==> src/rtl/srl_pkg.sv <==
package srl_pkg;

    localparam int TGT_W  = 3;
    localparam int MODE_W = 2;
    localparam int PL_W   = 2;
    localparam int KIND_W = 2;
    localparam int FLT_W  = 3;

    localparam logic [TGT_W-1:0] TGT_DS = 3'd0;
    localparam logic [TGT_W-1:0] TGT_ES = 3'd1;
    localparam logic [TGT_W-1:0] TGT_SS = 3'd4;

    localparam logic [MODE_W-1:0] MODE_REAL = 2'd0;
    localparam logic [MODE_W-1:0] MODE_V86  = 2'd1;
    localparam logic [MODE_W-1:0] MODE_PROT = 2'd2;
    localparam logic [MODE_W-1:0] MODE_L64  = 2'd3;

    localparam logic [KIND_W-1:0] KIND_DATA = 2'd1;
    localparam logic [KIND_W-1:0] KIND_CODE = 2'd2;

    localparam logic [PL_W-1:0] PL_USER = 2'd3;

    typedef enum logic [FLT_W-1:0] {
        FLT_NONE = 3'd0,
        FLT_UD   = 3'd1,
        FLT_GP   = 3'd2,
        FLT_SS   = 3'd3,
        FLT_NP   = 3'd4
    } fault_e;

    typedef struct packed {
        logic   ud;
        logic   desc_mode;
        logic   is_stack;
        logic   tbl_bad;
        logic   null_bad;
        logic   null_ok;
        logic   type_bad;
        logic   priv_bad;
        logic   absent;
    } chk_flags_t;

endpackage

==> src/rtl/srl_sel_decode.sv <==
module srl_sel_decode #(
    parameter int SEL_W = 16
) (
    input  logic [SEL_W-1:0] sel_i,
    output logic [1:0]       rpl_o,
    output logic             ti_o,
    output logic             is_null_o,
    output logic [SEL_W-1:0] err_sel_o
);
    localparam int TI_BIT  = 2;
    localparam int IDX_LSB = 3;

    always_comb begin
        rpl_o     = sel_i[1:0];
        ti_o      = sel_i[TI_BIT];
        is_null_o = (sel_i[SEL_W-1:IDX_LSB] == '0) && !sel_i[TI_BIT];
        err_sel_o = {sel_i[SEL_W-1:TI_BIT], 2'b00};
    end
endmodule

==> src/rtl/srl_seg_rules.sv <==
module srl_seg_rules
    import srl_pkg::*;
#(
    parameter bit IS_STACK = 1'b0
) (
    input  logic [KIND_W-1:0] kind_i,
    input  logic              rw_i,
    input  logic              conforming_i,
    input  logic              present_i,
    input  logic [PL_W-1:0]   dpl_i,
    input  logic [PL_W-1:0]   rpl_i,
    input  logic [PL_W-1:0]   cpl_i,
    output logic              type_bad_o,
    output logic              priv_bad_o,
    output logic              absent_o
);
    logic is_data;
    logic is_code;

    assign is_data  = (kind_i == KIND_DATA);
    assign is_code  = (kind_i == KIND_CODE);
    assign absent_o = !present_i;

    generate
        if (IS_STACK) begin : g_stack
            logic unused_stack;
            assign unused_stack = is_code ^ conforming_i;
            always_comb begin
                type_bad_o = !(is_data && rw_i);
                priv_bad_o = (rpl_i != cpl_i) || (dpl_i != cpl_i);
            end
        end else begin : g_data
            logic checked_kind;
            always_comb begin
                checked_kind = is_data || (is_code && !conforming_i);
                type_bad_o   = !(is_data || (is_code && rw_i));
                priv_bad_o   = checked_kind && ((rpl_i > dpl_i) || (cpl_i > dpl_i));
            end
        end
    endgenerate
endmodule

==> src/rtl/srl_fault_prio.sv <==
module srl_fault_prio
    import srl_pkg::*;
(
    input  chk_flags_t flags_i,
    output fault_e     fault_o
);
    always_comb begin
        if (flags_i.ud)
            fault_o = FLT_UD;
        else if (!flags_i.desc_mode)
            fault_o = FLT_NONE;
        else if (flags_i.tbl_bad)
            fault_o = FLT_GP;
        else if (flags_i.null_bad)
            fault_o = FLT_GP;
        else if (flags_i.null_ok)
            fault_o = FLT_NONE;
        else if (flags_i.type_bad)
            fault_o = FLT_GP;
        else if (flags_i.priv_bad)
            fault_o = FLT_GP;
        else if (flags_i.absent)
            fault_o = flags_i.is_stack ? FLT_SS : FLT_NP;
        else
            fault_o = FLT_NONE;
    end
endmodule

==> src/rtl/segload_check.sv <==
module segload_check
    import srl_pkg::*;
#(
    parameter int SEL_W = 16
) (
    input  logic              clk,
    input  logic              rst_n,
    input  logic              req_valid_i,
    input  logic [2:0]        tgt_i,
    input  logic [1:0]        mode_i,
    input  logic [1:0]        opsize_i,
    input  logic              src_is_reg_i,
    input  logic [SEL_W-1:0]  selector_i,
    input  logic [1:0]        cpl_i,
    input  logic [1:0]        desc_kind_i,
    input  logic              desc_present_i,
    input  logic [1:0]        desc_dpl_i,
    input  logic              desc_rw_i,
    input  logic              desc_conforming_i,
    input  logic              tbl_over_i,
    input  logic              ldt_null_i,
    output logic              rsp_valid_o,
    output logic              seg_we_o,
    output logic              gpr_we_o,
    output logic              off_wide_o,
    output logic [FLT_W-1:0]  fault_o,
    output logic [SEL_W-1:0]  err_sel_o
);
    localparam logic [TGT_W-1:0] TGT_LAST = TGT_SS;

    typedef struct packed {
        logic             valid;
        logic             load;
        logic             wide;
        fault_e           fault;
        logic [SEL_W-1:0] err_sel;
    } rsp_t;

    logic [1:0]       sel_rpl;
    logic             sel_ti;
    logic             sel_null;
    logic [SEL_W-1:0] sel_err;

    logic stk_type_bad, stk_priv_bad, stk_absent;
    logic dat_type_bad, dat_priv_bad, dat_absent;

    chk_flags_t flags;
    fault_e     fault_now;
    rsp_t       rsp_d, rsp_q;

    srl_sel_decode #(.SEL_W(SEL_W)) u_dec (
        .sel_i     (selector_i),
        .rpl_o     (sel_rpl),
        .ti_o      (sel_ti),
        .is_null_o (sel_null),
        .err_sel_o (sel_err)
    );

    srl_seg_rules #(.IS_STACK(1'b1)) u_stack_rules (
        .kind_i       (desc_kind_i),
        .rw_i         (desc_rw_i),
        .conforming_i (desc_conforming_i),
        .present_i    (desc_present_i),
        .dpl_i        (desc_dpl_i),
        .rpl_i        (sel_rpl),
        .cpl_i        (cpl_i),
        .type_bad_o   (stk_type_bad),
        .priv_bad_o   (stk_priv_bad),
        .absent_o     (stk_absent)
    );

    srl_seg_rules #(.IS_STACK(1'b0)) u_data_rules (
        .kind_i       (desc_kind_i),
        .rw_i         (desc_rw_i),
        .conforming_i (desc_conforming_i),
        .present_i    (desc_present_i),
        .dpl_i        (desc_dpl_i),
        .rpl_i        (sel_rpl),
        .cpl_i        (cpl_i),
        .type_bad_o   (dat_type_bad),
        .priv_bad_o   (dat_priv_bad),
        .absent_o     (dat_absent)
    );

    // Gather the individual rule outcomes for the priority encoder
    always_comb begin
        flags.is_stack  = (tgt_i == TGT_SS);
        flags.ud        = src_is_reg_i
                        || (tgt_i > TGT_LAST)
                        || ((mode_i == MODE_L64) && ((tgt_i == TGT_DS) || (tgt_i == TGT_ES)));
        flags.desc_mode = (mode_i == MODE_PROT) || (mode_i == MODE_L64);
        flags.tbl_bad   = !sel_null && (tbl_over_i || (sel_ti && ldt_null_i));
        flags.null_bad  = sel_null && flags.is_stack
                        && ((mode_i != MODE_L64) || (cpl_i == PL_USER));
        flags.null_ok   = sel_null && !flags.null_bad;
        flags.type_bad  = flags.is_stack ? stk_type_bad : dat_type_bad;
        flags.priv_bad  = flags.is_stack ? stk_priv_bad : dat_priv_bad;
        flags.absent    = flags.is_stack ? stk_absent   : dat_absent;
    end

    srl_fault_prio u_prio (
        .flags_i (flags),
        .fault_o (fault_now)
    );

    always_comb begin
        rsp_d         = '0;
        rsp_d.valid   = req_valid_i;
        rsp_d.fault   = FLT_NONE;
        if (req_valid_i) begin
            rsp_d.fault = fault_now;
            rsp_d.load  = (fault_now == FLT_NONE);
            rsp_d.wide  = (fault_now == FLT_NONE) && (opsize_i != 2'd0);
            if ((fault_now != FLT_NONE) && (fault_now != FLT_UD))
                rsp_d.err_sel = sel_err;
        end
    end

    always_ff @(posedge clk) begin
        if (!rst_n) rsp_q <= '0;
        else        rsp_q <= rsp_d;
    end

    assign rsp_valid_o = rsp_q.valid;
    assign seg_we_o    = rsp_q.load;
    assign gpr_we_o    = rsp_q.load;
    assign off_wide_o  = rsp_q.wide;
    assign fault_o     = rsp_q.fault;
    assign err_sel_o   = rsp_q.err_sel;

endmodule

==> config.mk <==
export PLATFORM = sky130hd
export DESIGN_NAME = segload_check
export DESIGN_NICKNAME = d
export VERILOG_FILES = /design/src/rtl/srl_pkg.sv /design/src/rtl/srl_sel_decode.sv /design/src/rtl/srl_seg_rules.sv /design/src/rtl/srl_fault_prio.sv /design/src/rtl/segload_check.sv
export SDC_FILE = /design/constraint.sdc
export NUM_CORES = 1
export LEC_CHECK = 0
export ABC_AREA = 1
export BUFFER_PORTS_ARGS = -buffer_cell sky130_fd_sc_hd__buf_2
export CAP_MARGIN = 0
export CORE_ASPECT_RATIO = 1.75
export CORE_MARGIN = 2
export CORE_UTILIZATION = 39
export DETAILED_ROUTE_END_ITERATION = 8
export PLACE_DENSITY = 0.74
export SLEW_MARGIN = 20
export SYNTH_ARGS = -nofsm -noshare
export SYNTH_HDL_FRONTEND = slang
export SYNTH_SLANG_ARGS = --single-unit
==> constraint.sdc <==
create_clock -name clk -period 1.4 [get_ports clk]
set_input_delay 0.14 -clock clk [delete_from_list [all_inputs] [get_ports clk]]
set_output_delay 0.14 -clock clk [all_outputs]
set_load 0.02 [all_outputs]
* Word-level counts from Yosys, hierarchy flattened
Cells that the tools add are included.
W data, S select, Z words.
** Cells by class
- $add $sub $neg :: 0
- Multiply operators :: 0
- Div/mod/pow operators :: 0
- Magnitude comparators :: 3
- Eq/ne operators :: 11
- Shift operators :: 0
- Muxes and demuxes :: 11
- Bitwise logic cells :: 0
- Reduce and logical (&&, ||, !) cells :: 36
** Operators with widths (number)
- $mux W3 :: 9
- $logic_and A1 B1 Y1 :: 13
- $logic_not A13 Y1 :: 1
- $logic_or A1 B1 Y1 :: 10
- $eq A2 B2 Y1 const B :: 4
- $logic_not A1 Y1 :: 6
- $logic_not A3 Y1 :: 2
- $gt A2 B2 Y1 :: 2
- $ne A2 B2 Y1 :: 2
- $eq A3 B1 Y1 const B :: 1
- $eq A3 B3 Y1 const B :: 1
- $gt A3 B3 Y1 const B :: 1
- $ne A3 B1 Y1 const B :: 1
- $reduce_and A3 Y1 :: 1
- $reduce_bool A3 Y1 :: 1
- $eq A2 B1 Y1 const B :: 1
- $mux W1 :: 2
- $ne A2 B2 Y1 const B :: 1
- $reduce_and A2 Y1 :: 1
- $reduce_bool A2 Y1 :: 1
** Storage, ports and cells
- Flip-flop bits (word level) :: 22
- Latch bits :: 0
- Bits in writable memories :: 0
- Bits in read-only memories :: 0
- Input bits :: 38
- Memories kept :: 0

* Longest topological paths before layout
Gate-level depths: netlist (run 1).
- Word-level depth :: 15
- Gate-level depth with buffers :: 16

* By module
From an unflattened synthesis (run 1), not the netlist that was laid out.
** Second synthesis, totals
- Cell total of the unflattened synthesis :: 208
- Area, all modules :: 1367.6 µm²
** By module, submodules not included
- segload_check :: instances 1, cells each 98, area an instance 815.8 µm², seq. area each 440.4 µm²
- srl_sel_decode :: instances 1, cells each 40, area an instance 225.2 µm², seq. area each 0.0 µm²
- srl_seg_rules at u_data_rules :: instances 1, cells each 31, area an instance 158.9 µm², seq. area each 0.0 µm²
- srl_fault_prio :: instances 1, cells each 28, area an instance 111.4 µm², seq. area each 0.0 µm²
- srl_seg_rules at u_stack_rules :: instances 1, cells each 11, area an instance 56.3 µm², seq. area each 0.0 µm²

* Worst setup path before layout (run 1)
No wires, ideal clock.
- Kind :: input-to-reg
- From :: input port desc_dpl_i[1]
- To :: register rsp_q (netlist bit err_sel_o[7])
- Setup time :: 0.113 ns
- Data arrival time :: 1.342 ns
- Data required time :: 1.287 ns
- Setup slack :: -0.055 ns
- Cell stages on the path :: 14
- Buffers on the path :: 1
- Cell sequence :: inv_1 -> ha_1 -> nand2_1 -> inv_1 -> nand3_1 -> o21bai_1 -> nand2_2 -> inv_2 -> nand2_1 -> nand2_2 -> nand2_4 -> nand2_4 -> buf_12 -> nor2_4
** On the way
- Longest elaborated chain between the ends :: 14
- Elaborated cells on any way between the ends :: 18
- Those cells by class :: order compare (2); eq/ne (2); mux (8); reduce/logical (6)
** RTL lines
- from (decl) :: line segload_check.sv:17 : input logic [1:0] desc_dpl_i,
- $gt A2 B2 Y1 :: line srl_seg_rules.sv:37 : priv_bad_o = checked_kind && ((rpl_i > dpl_i) || (cpl_i > dpl_i));
- $logic_or A1 B1 Y1 :: line srl_seg_rules.sv:37
- $logic_and A1 B1 Y1 :: line srl_seg_rules.sv:37
- $mux W1 * :: line segload_check.sv:97 : flags.priv_bad = flags.is_stack ? stk_priv_bad : dat_priv_bad;
- $mux W3 * :: line srl_fault_prio.sv:20 : else if (flags_i.priv_bad)
- $mux W3 * :: line srl_fault_prio.sv:18 : else if (flags_i.type_bad)
- $mux W3 * :: line srl_fault_prio.sv:16 : else if (flags_i.null_ok)
- $mux W3 * :: line srl_fault_prio.sv:14 : else if (flags_i.null_bad)
- $mux W3 * :: line srl_fault_prio.sv:12 : else if (flags_i.tbl_bad)
- $mux W3 * :: line srl_fault_prio.sv:10 : else if (!flags_i.desc_mode)
- $mux W3 * :: line srl_fault_prio.sv:8 : if (flags_i.ud)
- $ne A3 B1 Y1 or $reduce_bool A3 Y1 (tied branches) :: line segload_check.sv:114 : if ((fault_now != FLT_NONE) && (fault_now != FLT_UD))
- $logic_and A1 B1 Y1 * :: line segload_check.sv:114
- $reduce_and A3 Y1 (no source line) *
- to (signal assigned) :: line segload_check.sv:121 : else rsp_q <= rsp_d;
- to (decl) :: line segload_check.sv:49 : rsp_t rsp_d, rsp_q;
Mark *: on every way between the ends. The rest lies on a longest branch, timed or not.
A chain may end at the register's enable or synchronous reset.

* Worst setup path after layout (run 1)
- From :: input port desc_dpl_i[1]
- To :: register rsp_q (netlist bit err_sel_o[2])
Same word-level chain as after synthesis.

==> results of run 1 <==
-- worst max-delay path by stage --
stage                     slack (ns)                  endpoint     startpoint
after CTS                       0.03   err_sel_o[6]$_SDFF_PN0_  desc_dpl_i[1]
after global placement         -0.22   err_sel_o[4]$_SDFF_PN0_       cpl_i[0]
after detailed placement       -0.27   err_sel_o[6]$_SDFF_PN0_       cpl_i[0]
final                           0.09   err_sel_o[2]$_SDFF_PN0_  desc_dpl_i[1]
after floorplan                -0.01   err_sel_o[7]$_SDFF_PN0_       cpl_i[0]
after global routing          -0.001  err_sel_o[14]$_SDFF_PN0_  desc_dpl_i[1]
-- routing by layer --
layer	track usage, %	share of wire, %	vias to the layer above
met4	8.08	2.1	0
met1	12.4	34	452
met2	31.1	58	41
met3	1.44	5.9	5
met5	0	0	-
li1	-	-	577
-- stage by stage --
stage | cells | utilization [%] | area (um2) | setup TNS, ns | power [mW]
6_report | 247 | 59.9 | 1630 | 0 | 1.27
5_1_grt | 247 | 59.9 | 1630 | -0.00132 | 1.33
4_1_cts | 245 | 58.2 | 1580 | 0 | 1.27
3_5_place_dp | 241 | 56.0 | 1530 | -3.78 | 0.857
3_3_place_gp | 241 | 56.0 | 1530 | -3.08 | 0.854
2_1_floorplan | 152 | - | 1170 | -0.0107 | 0.751
-- logic make-up (layout without fill, tap and decap cells) --
kind of cell / count (synthesis) / in the layout
adder cells (fa/ha/maj): 4 / 4
AO/OA/AOI/OAI: 7 / 7
flip-flops: 20 / 20
buffers and inverters: 37 / 105
other: 1 / 2
AND/OR/NAND/NOR: 82 / 82
-- critical path, stage by stage --
cell,delay (ns)
sky130_fd_sc_hd__buf_4,0.11
sky130_fd_sc_hd__inv_8,0.03
sky130_fd_sc_hd__ha_4,0.25
sky130_fd_sc_hd__nand2_2,0.05
sky130_fd_sc_hd__inv_2,0.05
sky130_fd_sc_hd__nand3_2,0.05
sky130_fd_sc_hd__o21bai_1,0.14
sky130_fd_sc_hd__nand2_2,0.09
sky130_fd_sc_hd__inv_2,0.06
sky130_fd_sc_hd__nand2_2,0.04
sky130_fd_sc_hd__nand2_2,0.09
sky130_fd_sc_hd__nand2_4,0.06
sky130_fd_sc_hd__nand2_4,0.09
sky130_fd_sc_hd__clkbuf_16,0.18
sky130_fd_sc_hd__nor2_4,0.03
-- where the power goes --
part	switching, mW	total [mW]	internal [mW]
clock	0.170	0.420	0.250
sequential	0.00236	0.581	0.579
combinational	0.151	0.271	0.120
total	0.324	1.27	0.949
-- sequential cells by signal, indices dropped and copies added (netlist names) --
name and flops:
off_wide_o 1, rsp_valid_o 1, fault_o 3, err_sel_o 14, gpr_we_o 1
-- cells in the final DEF (no fill, tap or decap), drive strengths merged --
| cell | count |
|---|---|
| nand2 | 37 |
| nand3 | 10 |
| dfxtp | 20 |
| conb | 2 |
| ha | 4 |
| inv | 33 |
| nand4 | 1 |
| o21bai | 3 |
| buf | 67 |
| a21oi | 4 |
| clkbuf | 5 |
| nor3 | 1 |
| nor2 | 33 |
-- Yosys cell counts, drive strengths merged --
library cell,n,share of area [%]
nand4,1,0.56
nor3,1,0.45
o21bai,3,2.0
buf,4,3.8
nand2,37,15
ha,4,4.5
nor2,33,19
inv,33,11
dfxtp,20,36
a21oi,4,3.1
conb,1,0.33
nand3,10,4.5
-- layout make-up --
type	instances	area, um2	share of cell area (%)
multi-input combinational	95	592	36.3
timing repair buffer	68	404	24.8
sequential	20	400	24.6
inverter	33	144	8.83
clock buffer	4	55.1	3.38
tap	27	33.8	2.07
-- repair_timing --
item | in CTS | in global routing
endpoints found under the setup margin | 1 | 15
gates resized for setup | 1 | 5
hold buffers | 0 | 0
pin swaps | 0 | 3
endpoints found under the hold margin | 0 | 0
gates cloned | 0 | 1
buffers inserted | 0 | 1
==> results.txt, run 1 <==
In this run the most critical hold path is launched from selector_i[6]. Summing the areas of all and, or, nand and nor instances in the mapped netlist gives around 39% of the synthesized area. Synthesis handed over a netlist of 151 instances. The overall routing resource usage is approximately 15%. The maximum count of clock buffers along a single path came out at 2. The number of hold violations in the final report is 0. The via total after detailed routing came out at roughly 1100.

Setup violations remaining at the end of the flow were counted as 0. The height of the chip came out at between 70 and 80 um. The path with the worst hold slack has its endpoint at err_sel_o[6]$_SDFF_PN0_. The post-route antenna net violation count came out at 0. CTS saw 20 sinks. The synthesized area divided by synthesized cell count is 7.42 um2. The type of the worst setup path is in -> reg. The final critical-path share of the clock period is between 90% and 100%. Clock tree synthesis selected as its root buffer the cell sky130_fd_sc_hd__clkbuf_8. The worst setup path is launched from an input pin.

The clock tree from TritonCTS is yes. The first global-routing pass estimated roughly 3700 um of wire. The run finished with clean final reports. Counting instances, the worst hold path has a depth of 3. The width of the die is 44.5 um. The standard cell core area is roughly 2700 um2. The clock-pin slew on the worst setup and hold paths is around 0.07 ns. Multiplexer cells account for 0% of the synthesized area. The number of fill cells in the layout is between 200 and 300. The area enclosed by the die boundary is roughly 3300 um2. The time the final worst path needs with I/O delays and setup came out at between 1 and 1.5 ns. The maximum fanout count along the critical path is 6. In this run the worst hold path is classified as in -> reg. The initial antenna violation count is 0. The floorplan row count is 25.

The number of input and output port buffers inserted is between 50 and 60. After synthesis, the largest family of logic cells by area is simple AND/OR/NAND/NOR gates. The via count normalized by instance count is roughly 4.4. The post-synthesis sequential area ratio is between 30% and 40%. The data arrival time of the critical path is 1.47 ns.

IR analysis of the VDD net gives a maximum drop of between 0.3 and 0.4 mV. Buffers inserted during clock tree synthesis total 3. The leakage power came out at a little over 0.9 nW.

The unique cell type count in the Yosys netlist came out at 20. The number of pins with negative max-slew slack in the final report is 0. In this run the number of H-tree levels came out at 1. The total detailed-routing wirelength is between 2000 and 2500 um. From synthesis to final layout, the design area changed by 45.5%.

The power per unit of standard cell area is 781 nW/um2. The worst slack at placement came out at -0.265 ns. The detailed placer's ending HPWL came out at 1970 um. The synthesized netlist devotes about 5.1% of its cell area to compound gates. The via count of the first global-routing pass is about 1000. The worst hold slack after final layout came out at around 0.10 ns. For this run, the detailed router's first-pass iteration total came to 4. The number of top-level pins came out at between 60 and 70. 0 antenna diodes ended up in the layout. Static timing analysis puts the maximum clock frequency at 0.762 GHz. Once the floorplan was initialized, standard cells occupied about 40% of the core. The post-route netlist has a little under half of its cells at a drive strength greater than 1.

The cell area that synthesis handed to floorplanning was 1120 um2. The count of yosys warnings during synthesis came out at 0. The final net count came out at 263.

Of the total synthesized cell area, the portion taken by full adders, half adders and majority gates is roughly 4.5%. The data required time at the worst endpoint came out at 1.55 ns. Entering global routing, the biggest net connects 13 pins.

The DRC marker count from the first detailed-route iteration came out at 10. The slack of the critical path is between 0.08 and 0.09 ns. The final routed DRC violation total came out at 0. Summing the areas of all xor and xnor instances in the mapped netlist gives 0% of the synthesized area. The remaining global-route overflow came out at 0. Counting flops and latches in the post-synthesis netlist gives 20. The worst setup path is captured at a register. In the final routed layout, each cell accounts on average for 9.51 um.

The number of max-cap violations is 0. The placer congestion estimate is roughly 0.78.
No activity file was read; power rests on OpenSTA's default activity.
==> run 2, diff against run 1 <==
Settings changed: ABC_AREA 1 to not set, CAP_MARGIN 0 to 20, CORE_UTILIZATION 39 to 38, PLACE_DENSITY 0.74 to 0.75.
==> run 2 against run 1 <==
The flow now finishes with violations (negative setup slack). Largest cell class unchanged. Highest routed layer unchanged. Worst hold slack better by 0.029 ns. Synthesized cell count is 32% lower. Combinational power is 17% higher. Die area is 7.7% lower. Core utilization is 8.1 points higher. Cell area is 3.9% higher. Count of clock-buffer cells in the layout is 1 lower. Sequential power hardly changed.
==> results.txt, run 2 <==
The run finished, with violations left. The final reports fail on negative setup slack. The maximum count of clock buffers along a single path came out at 2.

Fill cells in the final layout number 212. The library cell used most frequently in the layout, excluding fill and tap cells, is sky130_fd_sc_hd__buf_2. The area share of the largest cell type after synthesis is between 40% and 50%. The maximum ir drop on the vdd rail is between 0.3 and 0.4 mV. STA classifies the critical path startpoint as an input pin. Power spread over the standard cell area amounts to around 740 nW/um2.

The clock net in this run drives a total of 20 sinks. The worst path uses 107% of the clock period. In the post-route analysis, the smallest setup slack over all paths is -0.0932 ns. The fraction of layout cells with a size suffix above 1 is roughly 65%.

Summing all placed instances gives a cell area of between 1000 and 1500 um2. The switching component of the power came out at ~0.32 mW. The DRC marker count from the first detailed-route iteration came out at 19. The time the final worst path needs with I/O delays and setup came out at ~1.5 ns. STA classifies the critical path endpoint as a register. The count of yosys warnings during synthesis is 0.

The number of max-cap violations came out at 0. The count of state elements after synthesis came out at 20. The count of hold buffers inserted by post-cts repair came out at 0.

The library cell with the highest instance count after synthesis is sky130_fd_sc_hd__dfxtp_1. The maximum operating frequency is 0.670 GHz. The share of total power dissipated in the clock network is approximately 28%. The met2 wirelength from detailed routing came out at approximately 1700 um. Sorting the synthesized cells by how often they occur yields sky130_fd_sc_hd__dfxtp_1, sky130_fd_sc_hd__a21boi_2, sky130_fd_sc_hd__inv_1.

The overall routing resource usage came out at about a fifth. The layout-stage area growth over the synthesis result is 69.1%. The clock-pin slew on the worst setup and hold paths came out at 0.06 ns. The via count normalized by instance count is between 5 and 6. The via count of the first global-routing pass is 1099. Detailed placement finished with a half-perimeter wire length of 2210 um. CTS built an H-tree with a depth of 1. The final routed DRC violation total is 0. The initial antenna violation count is 0. The synthesized area divided by synthesized cell count is around 9.8 um2. The post-synthesis sequential area ratio is around 40%.

TritonCTS built the clock tree. The number of buffers inserted during clock tree synthesis came out at 3. The detailed router used layers up to and including met4.

The data required time at the worst endpoint came out at 1.59 ns. The startpoint identified for the worst hold timing path is selector_i[3]. The leakage power is roughly 0.81 nW. The number of pins with negative max-slew slack in the final report is 0.

By area the synthesized netlist is led by sky130_fd_sc_hd__dfxtp_1, sky130_fd_sc_hd__a21boi_2, sky130_fd_sc_hd__ha_1. The number of antenna cells inserted is 0. The global-route wire length before repair came out at about 4600 um.

The number of hold violations in the final report is 0. The average wire length per cell after detail routing came out at approximately 15 um. The pin count of the biggest net entering global routing is 16.

For this run, the detailed router's first-pass iteration total came to 4. The placer congestion estimate is 0.802. The cell count after synthesis came out at about 100. Setup repair after global routing could not meet its margin everywhere.

The remaining global-route overflow came out at 0. The post-synthesis instance area came out at ~1000 um2. Measured on the finished design, the core utilization comes to 67.9%.

The fraction of registers with async set/reset is 0%. The worst slack at placement is -0.536 ns. The switching part of the total power came out at between 20% and 30%. The sequential power share is a little under half. The unique cell type count in the Yosys netlist came out at 40. The standard cell core area is ~2500 um2. The biggest area contributor in the post-synthesis netlist is sky130_fd_sc_hd__dfxtp_1. The signal on the critical path passes through buf_8 > inv_4 > a31o_1 > or3_4 > or4_4 > a21boi_1. The met3 routed wirelength came out at about 230 um.

The number of top-level pins came out at 61. The sum of internal, switching and leakage power is around 1.3 mW. For this run, the leading register cell type out of synthesis is sky130_fd_sc_hd__dfxtp_1. The slowest stage of the critical path is the sky130_fd_sc_hd__or4_4 cell. The die is between 40 and 50 um wide.

The post-route antenna net violation count is 0. The initial core utilization came out at around 40%. The part of the total power dissipated in combinational logic came out at roughly 25%. The area enclosed by the die boundary is roughly 3000 um2.

The count of flip-flops with a built-in enable after synthesis is 0. The worst hold endpoint is err_sel_o[3]$_SDFF_PN0_. The detailed router placed ~1100 vias in this run.

The total detailed-routing wirelength is 2980 um. The type of the worst setup path is in -> reg. The hold-critical path depth is 2. Clock tree synthesis selected as its root buffer the cell sky130_fd_sc_hd__clkbuf_8. Setup total negative slack on the finished layout was measured at -0.771 ns. The top cell types in the final layout, fill and taps aside, are sky130_fd_sc_hd__buf_2, sky130_fd_sc_hd__dfxtp_1, sky130_fd_sc_hd__buf_4.

Data arrives at the worst endpoint at 1.68 ns. The largest incremental delay on the critical path is between 0.6 and 0.7 ns. Row generation in the floorplan step produced 24 rows. After detailed routing, the wire length on met1 is approximately 900 um. In this run the vertical extent of the chip is a little over 70 um. The worst hold path belongs to the class in -> reg. The count of final setup violators came out at 14. The internal power contribution is around 0.94 mW. The count of buffers added on input and output ports is between 50 and 60. The final design instance area without fill came out at about 1700 um2. The flip-flop count of the largest register after layout came out at 14. The final net count is ~220. Along the worst path, the maximum fanout reaches 8.
## run 2: what timing repair did
action	4_1_cts	5_1_grt
setup buffers	0	1
endpoints found under the setup margin	17	18
resized for setup	23	13
gates cloned	1	1
pin swaps	12	10
## run 2: stage by stage
step / std cells / hold WS (ns)
2_1_floorplan: 103 / 0.290
3_3_place_gp: 198 / 0.390
3_5_place_dp: 198 / 0.397
4_1_cts: 202 / 0.133
5_1_grt: 204 / 0.138
6_report: 204 / 0.133
## run 2: worst max path at each step
stage,slack (ns),depth (start not counted),end,start
floorplan,-0.20,6,err_sel_o[11]$_SDFF_PN0_,tgt_i[1]
global placement,-0.44,8,err_sel_o[6]$_SDFF_PN0_,desc_dpl_i[1]
detailed placement,-0.54,6,err_sel_o[5]$_SDFF_PN0_,tgt_i[2]
CTS,-0.09,8,err_sel_o[8]$_SDFF_PN0_,desc_dpl_i[1]
global route,-0.12,6,err_sel_o[4]$_SDFF_PN0_,desc_kind_i[1]
finish,-0.09,6,err_sel_o[4]$_SDFF_PN0_,tgt_i[1]
## run 2: power by group through the flow
| stage | combinational [mW] | sequential, mW | clock [mW] |
|---|---|---|---|
| floorplan | 0.123 | 0.606 | 0 |
| detailed placement | 0.261 | 0.594 | 0 |
| CTS | 0.291 | 0.581 | 0.360 |
| finish | 0.318 | 0.581 | 0.357 |
| global route | 0.346 | 0.581 | 0.383 |
| global placement | 0.254 | 0.593 | 0 |
## run 2: cell type report
cell class	instances	area [um2]	area share [%]
Tap cell	26	32.5	1.92
Multi-Input combinational cell	73	712	42.1
Sequential cell	20	400	23.7
Timing Repair Buffer	75	462	27.3
Clock buffer	3	41.3	2.44
Inverter	7	45.0	2.66
## run 2: worst max-delay path, delay by kind of cell
| kind | cells | cell delay, ns |
|---|---|---|
| compound gates | 2 | 0.40 |
| simple gates | 2 | 1.04 |
| buf+inv | 2 | 0.11 |
## run 2: cells by family after synthesis
kind of cell / after synthesis / synth area share, %
compound gates: 32 / 27.5
simple gates: 31 / 18.9
buf+inv: 12 / 6.50
other cells: 1 / 0.375
flops: 20 / 40.0
xor+xnor: 2 / 1.75
fa+ha+maj: 4 / 5.00
## run 2: metal layers
layer  track usage [%]  up-vias
met5                 0        -
met1              16.6      503
met3              4.23        9
met2              39.4       56
met4              11.5        0
li1                  -      531
==> run 3, diff against run 2 <==
Settings changed: CORE_UTILIZATION 38 to 40, GPL_TIMING_DRIVEN set to 0, SYNTH_HIERARCHICAL set to 1.
==> run 3 against run 2 <==
The flow still finishes with violations (negative setup slack). Routed wire length down 11%. Via count down 2.7%. Die area up 10%. Cell area up 4.2%. Sequential power up 9.8%. Sequential share of layout area up 1.3 points. Synthesized cell count up 23%. Critical path depth up 4. Final cell count up 10%. Critical endpoint is now err_sel_o[6]$_SDFF_PN0_.
==> results.txt, run 3 <==
The width of the die came out at roughly 45 um. Registers are responsible for approximately 47% of the overall power. Clock-pin slew was measured on the worst setup and hold paths at around 0.07 ns. The standard cell core area came out at 2860 um2.

The global-route wire length before repair came out at ~3800 um. After Yosys synthesis, and, or, nand and nor cells account for between 20% and 30% of the synthesized area. The largest incremental delay on the critical path is ~0.38 ns. Summing over every cut layer, the via total after detailed routing is 1069. In the post-synthesis netlist, the cell with the most instances is sky130_fd_sc_hd__dfxtp_1. In this run switching power makes up a little under a quarter of total power. The number of gates on the worst path with buffers counted came out at 10. The tree is rooted in a sky130_fd_sc_hd__clkbuf_8. At the worst endpoint, the required time is approximately 1.6 ns. The initial antenna violation count is 0. The floorplan row count came out at 26. The count of hold buffers inserted by post-cts repair came out at 0. The synthesized design spends more area on one cell type than any other, namely sky130_fd_sc_hd__dfxtp_1. A synthesized cell averages 9.35 um2. The cell count after placement came out at between 200 and 250.

The kind of start point of the critical path is an input pin. The final design instance area without fill is ~1800 um2. The fraction of layout cells with a size suffix above 1 came out at between 50 and 60%. The compound-gate portion of the synthesized area came out at around 9%. The largest individual stage delay along the critical path comes from the cell sky130_fd_sc_hd__or3b_1. The critical path goes through buf_2 > or3b_1 > buf_6 > mux2_4 > nor4_4 > and4bb_2 > nor2_4 > nor2_4 > buf_6 > and2_4. The path with the worst hold slack has its endpoint at off_wide_o$_SDFF_PN0_. The flip-flop count of the largest register after layout came out at 16. The clock share of power came out at a little under a third.

The xor/xnor cell area share of the yosys netlist came out at 0%. In the routed layout, each cell is associated on average with a via count of roughly 4.8. Counting flops with a built-in enable in the synthesized netlist gives 0. The post-synthesis instance area is approximately 1200 um2. The fraction of registers with async set/reset came out at 0%. The non-filler instance count after layout is roughly 230.

The data arrival time of the critical path is 2.24 ns. The post-synthesis sequential area ratio came out at a little under two fifths. The switching component of the power came out at 0.319 mW. The count of final setup violators came out at 19. The number of top-level pins came out at 61. The via count of the first global-routing pass is slightly below 1000. The detailed placer's ending HPWL is just under 2000 um.

The area enclosed by the die boundary is approximately 3400 um2. The class of the most critical hold timing path is in -> reg. The power per unit of standard cell area is between 700 and 800 nW/um2. The hold-critical path depth is 2.

After synthesis, the cell types taking the most area are sky130_fd_sc_hd__dfxtp_1, sky130_fd_sc_hd__buf_4, sky130_fd_sc_hd__and2_1. After the last flow step, the layout net total stands at between 200 and 250. The maximum ir drop on the vdd rail is ~0.45 mV.

The total overflow left after global routing is 0. Summing all placed instances gives a cell area of 1530 um2. The area share of the largest cell type after synthesis came out at 37.7%. At the end of the flow the core is filled with cells to a little over 60%. The sum of negative setup slack is -10.67 ns.

The maximum operating frequency is 0.492 GHz. The average wire length per cell after detail routing came out at approximately 12 um. The layout-stage area growth over the synthesis result is 51.0%. The number of hold violations in the final report came out at 0.

The type of the worst setup path is in -> reg. In the layout the commonest cells are sky130_fd_sc_hd__buf_2, sky130_fd_sc_hd__buf_4, sky130_fd_sc_hd__dfxtp_1. The final reports fail on negative setup slack. The initial core utilization is between 40% and 50%.

The number of input and output port buffers inserted is 58. The post-route antenna net violation count came out at 0. The clock tree from TritonCTS is yes. Sorting the synthesized cells by how often they occur yields sky130_fd_sc_hd__dfxtp_1, sky130_fd_sc_hd__buf_4, sky130_fd_sc_hd__and2_1. The analysis attributes to cell leakage a power of between 0.9 and 1 nW. The final critical-path share of the clock period came out at 145%. The gate count of the mapped netlist is approximately 130.

STA classifies the critical path endpoint as a register. Global routing consumed, over all layers together, roughly 15% of the routing resources. The post-synthesis adder-cell area fraction came out at ~4.3%. The count of yosys warnings during synthesis came out at 6. Setup repair after global routing could not meet its margin everywhere. The slack of the critical path is -0.633 ns. The number of antenna cells inserted is 0.

The number of iterations in the first detailed-routing pass came out at 4. Max-cap violations in this run came to 0. The number of pins with negative max-slew slack in the final report came out at 0. The number of sinks on the clock net is 22. By area, the combinational part of the netlist is dominated by simple AND/OR/NAND/NOR gates. The maximum count of clock buffers along a single path is 2. The time the final worst path needs with I/O delays and setup came out at approximately 2 ns. The critical hold path startpoint is opsize_i[0]. The flow ran to the end, but the final reports show violations. The most used flip-flop cell after synthesis is sky130_fd_sc_hd__dfxtp_1.

The final routed DRC violation total is 0. The post-synthesis mux area share came out at 3.85%. The maximum level of the CTS H-tree came out at 1.

The height of the chip is about 76 um. The internal power contribution came out at ~1.1 mW. The placer congestion estimate came out at 0.755.

The total detailed-routing wirelength came out at about 2600 um. The synthesized design contains 22 register bits. The pin count of the biggest net entering global routing came out at 13. The DRC marker count from the first detailed-route iteration came out at 11.

The number of buffers inserted during clock tree synthesis came out at 3. The number of buffers and inverters on the critical path is 3. Leaving out fill and tap cells, the most frequent cell in the layout is sky130_fd_sc_hd__buf_2. The maximum fanout count along the critical path is 6. The unique cell type count in the Yosys netlist came out at 33. Combinational logic burns 21.5% of the power. The kind of cell with the highest combined delay along the critical path is simple AND/OR/NAND/NOR gates.
[run 3: power groups by stage]
stage               Combinational [mW]  Clock [mW]  Sequential [mW]
floorplan                        0.141           0            0.667
global placement                 0.241           0            0.653
detailed placement               0.251           0            0.653
CTS                              0.269       0.437            0.638
global route                     0.321       0.461            0.639
finish                           0.294       0.437            0.638
[run 3: layer usage]
metal	GRT usage (%)	wire, um	up-vias	part of all wire (%)
li1	-	-	535	-
met1	13.6	835	482	32
met2	31.2	1590	48	60
met3	2.37	181	4	6.8
met4	5.56	36	0	1.4
met5	0	0	-	0
[run 3: kinds of logic after synthesis]
| group | after synthesis |
|---|---|
| AO/OA/AOI/OAI | 13 |
| adder cells (fa/ha/maj) | 4 |
| buffers and inverters | 32 |
| flip-flops | 22 |
| multiplexers | 3 |
| other | 1 |
| AND/OR/NAND/NOR | 50 |
[run 3: area by class of cell]
| class | instances | area (um2) |
|---|---|---|
| Fill cell | 234 | 1100 |
| Timing Repair Buffer | 67 | 385 |
| Clock buffer | 4 | 55.1 |
| Inverter | 9 | 41.3 |
| Sequential cell | 22 | 440 |
| Tap cell | 28 | 35.0 |
| Multi-Input combinational cell | 72 | 623 |
| Buffer | 23 | 184 |
[run 3: worst max path at each step]
stage / start / to / slack (ns)
2_1_floorplan: selector_i[1] / err_sel_o[10]$_SDFF_PN0_ / -0.71
3_3_place_gp: desc_dpl_i[1] / err_sel_o[11]$_SDFF_PN0_ / -1.08
3_5_place_dp: desc_dpl_i[1] / err_sel_o[11]$_SDFF_PN0_ / -1.17
4_1_cts: desc_dpl_i[1] / err_sel_o[11]$_SDFF_PN0_ / -0.59
5_1_grt: tgt_i[1] / err_sel_o[6]$_SDFF_PN0_ / -0.72
6_report: tgt_i[1] / err_sel_o[6]$_SDFF_PN0_ / -0.63
[run 3: stage by stage]
| step | hold WS, ns | power (mW) | setup WS, ns |
|---|---|---|---|
| final | 0.0852 | 1.37 | -0.633 |
| after CTS | 0.0895 | 1.34 | -0.591 |
| after global placement | 0.337 | 0.894 | -1.08 |
| after floorplan | 0.250 | 0.809 | -0.708 |
| after global routing | 0.0874 | 1.42 | -0.722 |
| after detailed placement | 0.352 | 0.904 | -1.17 |
[run 3: repair_timing]
| action | in CTS | in global routing |
|---|---|---|
| endpoints found under the setup margin | 19 | 19 |
| setup buffers | 5 | 3 |
| gates resized for setup | 14 | 16 |
| gates cloned | 1 | 0 |
| pin swaps | 10 | 10 |
